==> config.mk <==
export PLATFORM = sky130hd
export DESIGN_NAME = regfe_top
export DESIGN_NICKNAME = d
export VERILOG_FILES = /design/src/rtl/regfe_pkg.sv /design/src/rtl/regfe_ctrl.sv /design/src/rtl/regfe_dpath.sv /design/src/rtl/regfe_top.sv
export SDC_FILE = /design/constraint.sdc
export NUM_CORES = 1
export LEC_CHECK = 0
export ABC_AREA = 0
export BUFFER_PORTS_ARGS = -buffer_cell sky130_fd_sc_hd__buf_2
export CORE_ASPECT_RATIO = 1.2
export CORE_MARGIN = 2
export CORE_UTILIZATION = 54
export CTS_BUF_LIST = sky130_fd_sc_hd__clkbuf_8 sky130_fd_sc_hd__clkbuf_16
export CTS_CLUSTER_SIZE = 40
export DETAILED_ROUTE_END_ITERATION = 16
export PLACE_DENSITY_LB_ADDON = 0.1
export SLEW_MARGIN = 40
export SYNTH_ARGS = -nofsm -noshare
export SYNTH_HDL_FRONTEND = slang
export SYNTH_SLANG_ARGS = --single-unit
==> constraint.sdc <==
create_clock -name clk -period 2.1 [get_ports clk]
set_input_delay 0.21 -clock clk [delete_from_list [all_inputs] [get_ports clk]]
set_output_delay 0.21 -clock clk [all_outputs]
set_load 0.03 [all_outputs]
==> src/rtl/regfe_pkg.sv <==
package regfe_pkg;
  localparam int REG_W   = 16;
  localparam int BYTE_W  = 8;
  localparam int REG_CNT = 4;
  localparam int IDX_W   = 2;

  typedef enum logic [IDX_W-1:0] {
    REG_CTRL = 2'd0,
    REG_ACTN = 2'd1,
    REG_STAT = 2'd2,
    REG_MIX  = 2'd3
  } reg_idx_e;

  typedef struct packed {
    logic     hit;
    reg_idx_e regIdx;
    logic     wrLo;
    logic     wrHi;
    logic     rdGo;
    logic     laneHi;
    logic     swap;
    logic     wide;
  } strobe_t;

  function automatic logic [REG_W-1:0] wrMaskOf(reg_idx_e idx);
    case (idx)
      REG_CTRL: return 16'hF0FF;
      REG_ACTN: return 16'h00FF;
      REG_MIX:  return 16'h00FF;
      default:  return 16'h0000;
    endcase
  endfunction

  function automatic logic [REG_W-1:0] defaultOf(reg_idx_e idx);
    case (idx)
      REG_CTRL: return 16'h1005;
      REG_ACTN: return 16'h0040;
      REG_MIX:  return 16'h00A5;
      default:  return 16'h0000;
    endcase
  endfunction

  function automatic logic [REG_W-1:0] roViewOf(reg_idx_e idx, logic [REG_W-1:0] stat);
    case (idx)
      REG_STAT: return stat;
      REG_MIX:  return {stat[3:0], 12'h000};
      default:  return 16'h0000;
    endcase
  endfunction

  function automatic logic [REG_W-1:0] swapBytes(logic [REG_W-1:0] w);
    return {w[BYTE_W-1:0], w[REG_W-1:BYTE_W]};
  endfunction
endpackage

==> src/rtl/regfe_ctrl.sv <==
module regfe_ctrl
  import regfe_pkg::*;
#(
  parameter int ADDR_W     = 11,
  parameter int SLICE_W    = 3,
  parameter int POP_SLICES = 6
) (
  input  logic                  busMode16,
  input  logic [ADDR_W-1:0]     addr,
  input  logic                  wrEn,
  input  logic                  rdEn,
  output strobe_t               stb,
  output logic [POP_SLICES-1:0] sliceSel
);
  localparam int OFF_W = ADDR_W - SLICE_W;

  logic [SLICE_W-1:0] winIdx;
  logic [OFF_W-1:0]   offset;
  logic               populated;
  logic               mapped;
  logic               hit;
  logic               byteHi;

  assign winIdx    = addr[ADDR_W-1 -: SLICE_W];
  assign offset    = addr[OFF_W-1:0];
  assign populated = int'(winIdx) < POP_SLICES;
  assign mapped    = (offset[OFF_W-1:IDX_W+1] == '0);
  assign hit       = populated && mapped;
  assign byteHi    = addr[0];

  for (genvar s = 0; s < POP_SLICES; s++) begin : g_sel
    assign sliceSel[s] = hit && (int'(winIdx) == s);
  end

  always_comb begin
    stb.hit    = hit;
    stb.regIdx = reg_idx_e'(offset[IDX_W:1]);
    stb.wrLo   = wrEn && hit && (busMode16 || !byteHi);
    stb.wrHi   = wrEn && hit && (busMode16 || byteHi);
    stb.rdGo   = rdEn;
    stb.laneHi = byteHi;
    stb.swap   = busMode16 && byteHi;
    stb.wide   = busMode16;
  end
endmodule

==> src/rtl/regfe_dpath.sv <==
module regfe_dpath
  import regfe_pkg::*;
#(
  parameter int POP_SLICES = 6
) (
  input  logic                                 clk,
  input  logic                                 rstN,
  input  logic                                 dpReset,
  input  strobe_t                              stb,
  input  logic [POP_SLICES-1:0]                sliceSel,
  input  logic [REG_W-1:0]                     wrData,
  input  logic [POP_SLICES-1:0][REG_W-1:0]     statIn,
  output logic [REG_W-1:0]                     rdData,
  output logic [POP_SLICES-1:0][REG_W-1:0]     ctrlOut,
  output logic [POP_SLICES-1:0][REG_W-1:0]     actnOut,
  output logic [POP_SLICES-1:0][REG_W-1:0]     mixOut,
  output logic [POP_SLICES-1:0]                startPulse
);
  logic [REG_W-1:0] wrWord;
  logic [REG_W-1:0] byteEn;
  logic [REG_W-1:0] rdWord;
  logic [REG_W-1:0] rdNext;
  logic [POP_SLICES-1:0][REG_CNT-1:0][REG_W-1:0] shadowVec;

  // Byte steering of the incoming word
  assign wrWord = stb.wide ? (stb.swap ? swapBytes(wrData) : wrData)
                           : {wrData[BYTE_W-1:0], wrData[BYTE_W-1:0]};
  assign byteEn = {{BYTE_W{stb.wrHi}}, {BYTE_W{stb.wrLo}}};

  for (genvar s = 0; s < POP_SLICES; s++) begin : g_slice
    for (genvar r = 0; r < REG_CNT; r++) begin : g_reg
      localparam reg_idx_e         RI = reg_idx_e'(r);
      localparam logic [REG_W-1:0] WM = wrMaskOf(RI);
      localparam logic [REG_W-1:0] DV = defaultOf(RI);
      if (WM != '0) begin : g_rw
        logic [REG_W-1:0] shadowQ;
        logic [REG_W-1:0] appliedQ;
        logic             wrSel;
        assign wrSel = sliceSel[s] && (stb.regIdx == RI);

        always_ff @(posedge clk or negedge rstN) begin
          if (!rstN) begin
            shadowQ <= DV;
          end else if (wrSel) begin
            shadowQ <= (shadowQ & ~(byteEn & WM)) | (wrWord & byteEn & WM);
          end
        end

        always_ff @(posedge clk or negedge rstN) begin
          if (!rstN) begin
            appliedQ <= DV;
          end else if (!dpReset) begin
            appliedQ <= shadowQ;
          end
        end

        assign shadowVec[s][r] = shadowQ;
        if (RI == REG_CTRL) begin : g_ctrl
          assign ctrlOut[s] = appliedQ;
        end else if (RI == REG_ACTN) begin : g_actn
          assign actnOut[s] = appliedQ;
        end else begin : g_mix
          assign mixOut[s] = appliedQ;
        end
      end else begin : g_ro
        assign shadowVec[s][r] = '0;
      end
    end

    // Edge detect on the applied action bit
    logic actnPrev;
    always_ff @(posedge clk or negedge rstN) begin
      if (!rstN) actnPrev <= 1'b0;
      else       actnPrev <= actnOut[s][0];
    end
    assign startPulse[s] = actnOut[s][0] && !actnPrev;
  end

  // Read selection across slices
  always_comb begin
    rdWord = '0;
    for (int s = 0; s < POP_SLICES; s++) begin
      if (stb.hit && sliceSel[s]) begin
        rdWord = rdWord | shadowVec[s][stb.regIdx] | roViewOf(stb.regIdx, statIn[s]);
      end
    end
  end

  assign rdNext = stb.wide ? (stb.swap ? swapBytes(rdWord) : rdWord)
                           : {{BYTE_W{1'b0}},
                              (stb.laneHi ? rdWord[REG_W-1:BYTE_W] : rdWord[BYTE_W-1:0])};

  always_ff @(posedge clk or negedge rstN) begin
    if (!rstN)         rdData <= '0;
    else if (stb.rdGo) rdData <= rdNext;
  end
endmodule

==> src/rtl/regfe_top.sv <==
module regfe_top
  import regfe_pkg::*;
#(
  parameter int ADDR_W     = 11,
  parameter int SLICE_W    = 3,
  parameter int POP_SLICES = 6
) (
  input  logic                             clk,
  input  logic                             rstN,
  input  logic                             busMode16,
  input  logic [ADDR_W-1:0]                addr,
  input  logic                             wrEn,
  input  logic                             rdEn,
  input  logic [15:0]                      wrData,
  output logic [15:0]                      rdData,
  input  logic                             dpReset,
  input  logic [POP_SLICES-1:0][15:0]      statIn,
  output logic [POP_SLICES-1:0][15:0]      ctrlOut,
  output logic [POP_SLICES-1:0][15:0]      actnOut,
  output logic [POP_SLICES-1:0][15:0]      mixOut,
  output logic [POP_SLICES-1:0]            startPulse
);
  strobe_t               stb;
  logic [POP_SLICES-1:0] sliceSel;

  regfe_ctrl #(
    .ADDR_W(ADDR_W), .SLICE_W(SLICE_W), .POP_SLICES(POP_SLICES)
  ) u_ctrl (
    .busMode16(busMode16), .addr(addr), .wrEn(wrEn), .rdEn(rdEn),
    .stb(stb), .sliceSel(sliceSel)
  );

  regfe_dpath #(
    .POP_SLICES(POP_SLICES)
  ) u_dpath (
    .clk(clk), .rstN(rstN), .dpReset(dpReset), .stb(stb), .sliceSel(sliceSel),
    .wrData(wrData), .statIn(statIn), .rdData(rdData), .ctrlOut(ctrlOut),
    .actnOut(actnOut), .mixOut(mixOut), .startPulse(startPulse)
  );
endmodule

==> flow_summary.ini <==
[run_status]
outcome = finished clean

[finish]
fin_nets = 1960
final-seq-area_mm2 = 0.009079
multi_input_area_mm2 = 0.006999
syn_to_final_growth_pct = 22.02
stdcell_area_mm2 = 0.02073
drive_gt1_frac = 0.4567
fill_cells = 2393

[timing]
finalHoldViolCount = 0
fin_hold_ws_ps = 152.7
relSlewSlack = 0.5487
slew_viol_final = 0
worst_slew_pin_slew_ps = 658.1
rsz0062_at_grt = false
report.final.setup_viol = 0
fmax_ghz = 0.5159
fin_crit_ps = 1938
fin_skew_ps = 13.42
period_share = 0.9231

[grt]
grt_remaining_overflow = 0
grt.total_usage = 0.3171
grt_pass1_wl_um = 78330
grt_max_degree = 64
antenna_found_initial = 3
grt_pass1_vias = 12470

[worst_setup_path]
crit_family = compound AO/OA/AOI/OAI gates
end_kind = register
cp_max_fo = 3
critPathKind = reg -> reg
worstPathRequired_ps = 2500
slowest_stage = mux4_2
start_kind = register
path_buf_inv = 0
critPathArrivalTime_ps = 2340
crit_chain = mux4_2 > a22o_1 > a22oi_1 > a21boi_1 > nand2b_1 > o211ai_1
timing.reg2reg.setup_slack_ps = 160
cpPeakStageDelay_ps = 480

[yosys]
synth_flop_cell = dfrtp_1
netlist_top_cells_area = dfrtp_1, dfstp_2, mux2_2, mux4_2, buf_4
synth-edff-count = 0
synth.ff_latch_count = 358
syn_inst = 1444
yosys.area.top_type = dfrtp_1
syn-cell-area_mm2 = 0.01699
ys_warn_count = 0
synth_area_per_cell_um2 = 11.77
yosysUniqueCellTypes = 55
synth_seq_area_share = 0.5344
yosys.area.top_type_share = 0.3859
async_flop_share = 1.000

[floorplanning]
die_y_um = 198.3
ios = 439
die_x_um = 165.9
die_area_mm2 = 0.03290
rows = 71
core_area_mm2 = 0.03118
start_util = 0.5448

[clocking]
cts_tree = yes
htreeDepth = 2
clkTransAtPathRegs_ps = 70
root_buffer = clkbuf_16
clkSinkCount = 358
cts_made_buffers = 35
post-cts-setup-buffers = 0
clock_latency_ps = 530
cts.path.max_buffers = 3

[detailed_routing]
ant_nets = 0
dr.first_iter.drc_count = 963
avgViaCountPerCell = 5.659
post_drt_wl_per_cell_um = 23.07
wl_um = 52180
drc = 0
drt_pre_antenna_iters = 5
vias = 12800

[placement]
postPlaceCellArea_mm2 = 0.01954
port_buffers = 318
hpwl_um = 39880
gp_congestion = 0.8945

[power_and_ir_drop]
leakage_nw = 10.42
ir_drop_mv = 0.5108
pwr_density_cell_mw_per_mm2 = 712.5

[flow_run]
maxCapViolations = 0

[min_path]
min_path_type = in -> reg
cell families after synthesis:
kind of cell	Yosys count	share of synthesized area
compound gates	267	0.08867
simple gates	321	0.08823
flops	358	0.5344
other cells	1	0.0002207
mux	269	0.2068
buf+inv	228	0.08168
layout by cell type (no fill, tap or decap), drive strengths merged, types with 3 or more instances in the layout:
cell and count:
o221ai 8, nand2b 10, a21oi 112, o22ai 7
inv 14, mux4 48, conb 120, clkinv 7
and2 4, o21ai 96, and3b 6, mux2 176
nor2 113, o2bb2ai 3, clkbuf 49, nand2 107
mux2i 45, buf 449, or3 9, a22oi 7
nand4 6, nand3 16, a222oi 3, a31oi 9
nor3 18, dfrtp 262, nor2b 13, and3 8
dfstp 96, diode 4, o211ai 5, a211oi 7
through the flow:
| stage | instances | worst slack, ps | power [mW] | util | TNS (ps) |
|---|---|---|---|---|---|
| floorplan | 1563 | 190.1 | 8.025 | - | 0 |
| global placement | 2193 | -51.85 | 8.597 | 0.6268 | -87.60 |
| detailed placement | 2193 | -30.02 | 8.603 | 0.6268 | -64.23 |
| CTS | 2258 | 114.4 | 14.86 | 0.6645 | 0 |
| global route | 2260 | 70.67 | 15.23 | 0.6647 | 0 |
| finish | 2262 | 161.6 | 14.77 | 0.6648 | 0 |
worst min-delay path: stages:
cell and delay [ps]:
buf_2 240, nand2_1 110, o21ai_0 70
cells in the mapped netlist (2+ instances only):
library cell,number
nand3b_1,2
buf_1,5
nand2b_1,10
o22ai_1,7
and2_1,3
and3_1,8
nor2_1,113
inv_1,7
mux2_2,176
nand4_1,6
buf_4,130
a21oi_1,110
a211o_1,2
or3b_2,2
mux4_2,48
clkbuf_1,50
or3_1,9
nor3_2,7
dfstp_2,96
o2bb2ai_1,3
a31oi_1,9
o21ai_0,96
mux2i_1,45
nor2b_1,13
buf_2,33
a22oi_1,7
dfrtp_1,262
and3b_1,6
nand3_1,16
a222oi_1,3
clkbuf_2,2
a211oi_1,6
nor4_1,2
nand2_1,107
o211ai_1,5
a21oi_2,2
nor3_1,11
o221ai_1,8
cell type report:
cell class / instances / share of cell area
Sequential cell: 358 / 0.4380
Multi-Input combinational cell: 977 / 0.3376
Timing Repair Buffer: 451 / 0.1425
Clock buffer: 49 / 0.05263
Tap cell: 401 / 0.02420
Clock inverter: 14 / 0.003139
Inverter: 8 / 0.001449
Antenna cell: 4 / 0.0004829
repair_timing:
action / in CTS / in global routing
endpoints found under the hold margin: 35 / 0
endpoints found under the setup margin: 0 / 1
resized for setup: 0 / 1
hold buffers: 2 / 0
metal layers:
layer  routed length, um  share of wire  vias up  GRT usage
met4                1558          0.030        0     0.1014
met1               21700           0.42     6398     0.4419
met5                   0              0        -          0
li1                    -              -     5648          -
met3                3694          0.071       88    0.05157
met2               25230           0.48      666     0.5148
where the power goes:
group          leakage, nW  switching [mW]  internal [mW]  total, mW
Sequential            4.65          0.0115           6.92       6.93
Combinational         5.18            1.04          0.520       1.56
Clock                0.602            2.66           3.62       6.28
Total                 10.4            3.71           11.1       14.8
path summary, 6_finish.rpt:
| check | start | to | cells past startpoint |
|---|---|---|---|
| setup / recovery | register | u_dpath.rdData[14] | 6 |
| hold / removal | rdEn | u_dpath.rdData[11] | 3 |
| setup reg to reg | register | u_dpath.rdData[14] | 6 |
| hold reg to reg | u_dpath.g_slice[1].g_reg[1].g_rw.appliedQ[0] | u_dpath.g_slice[1].actnPrev | 0 |
| max in group asynchronous | rstN | asynchronous set/reset pin | 3 |
| min in group asynchronous | rstN | u_dpath.g_slice[0].g_reg[0].g_rw.appliedQ[6] | 2 |
Power figures use the tool's default switching activity.
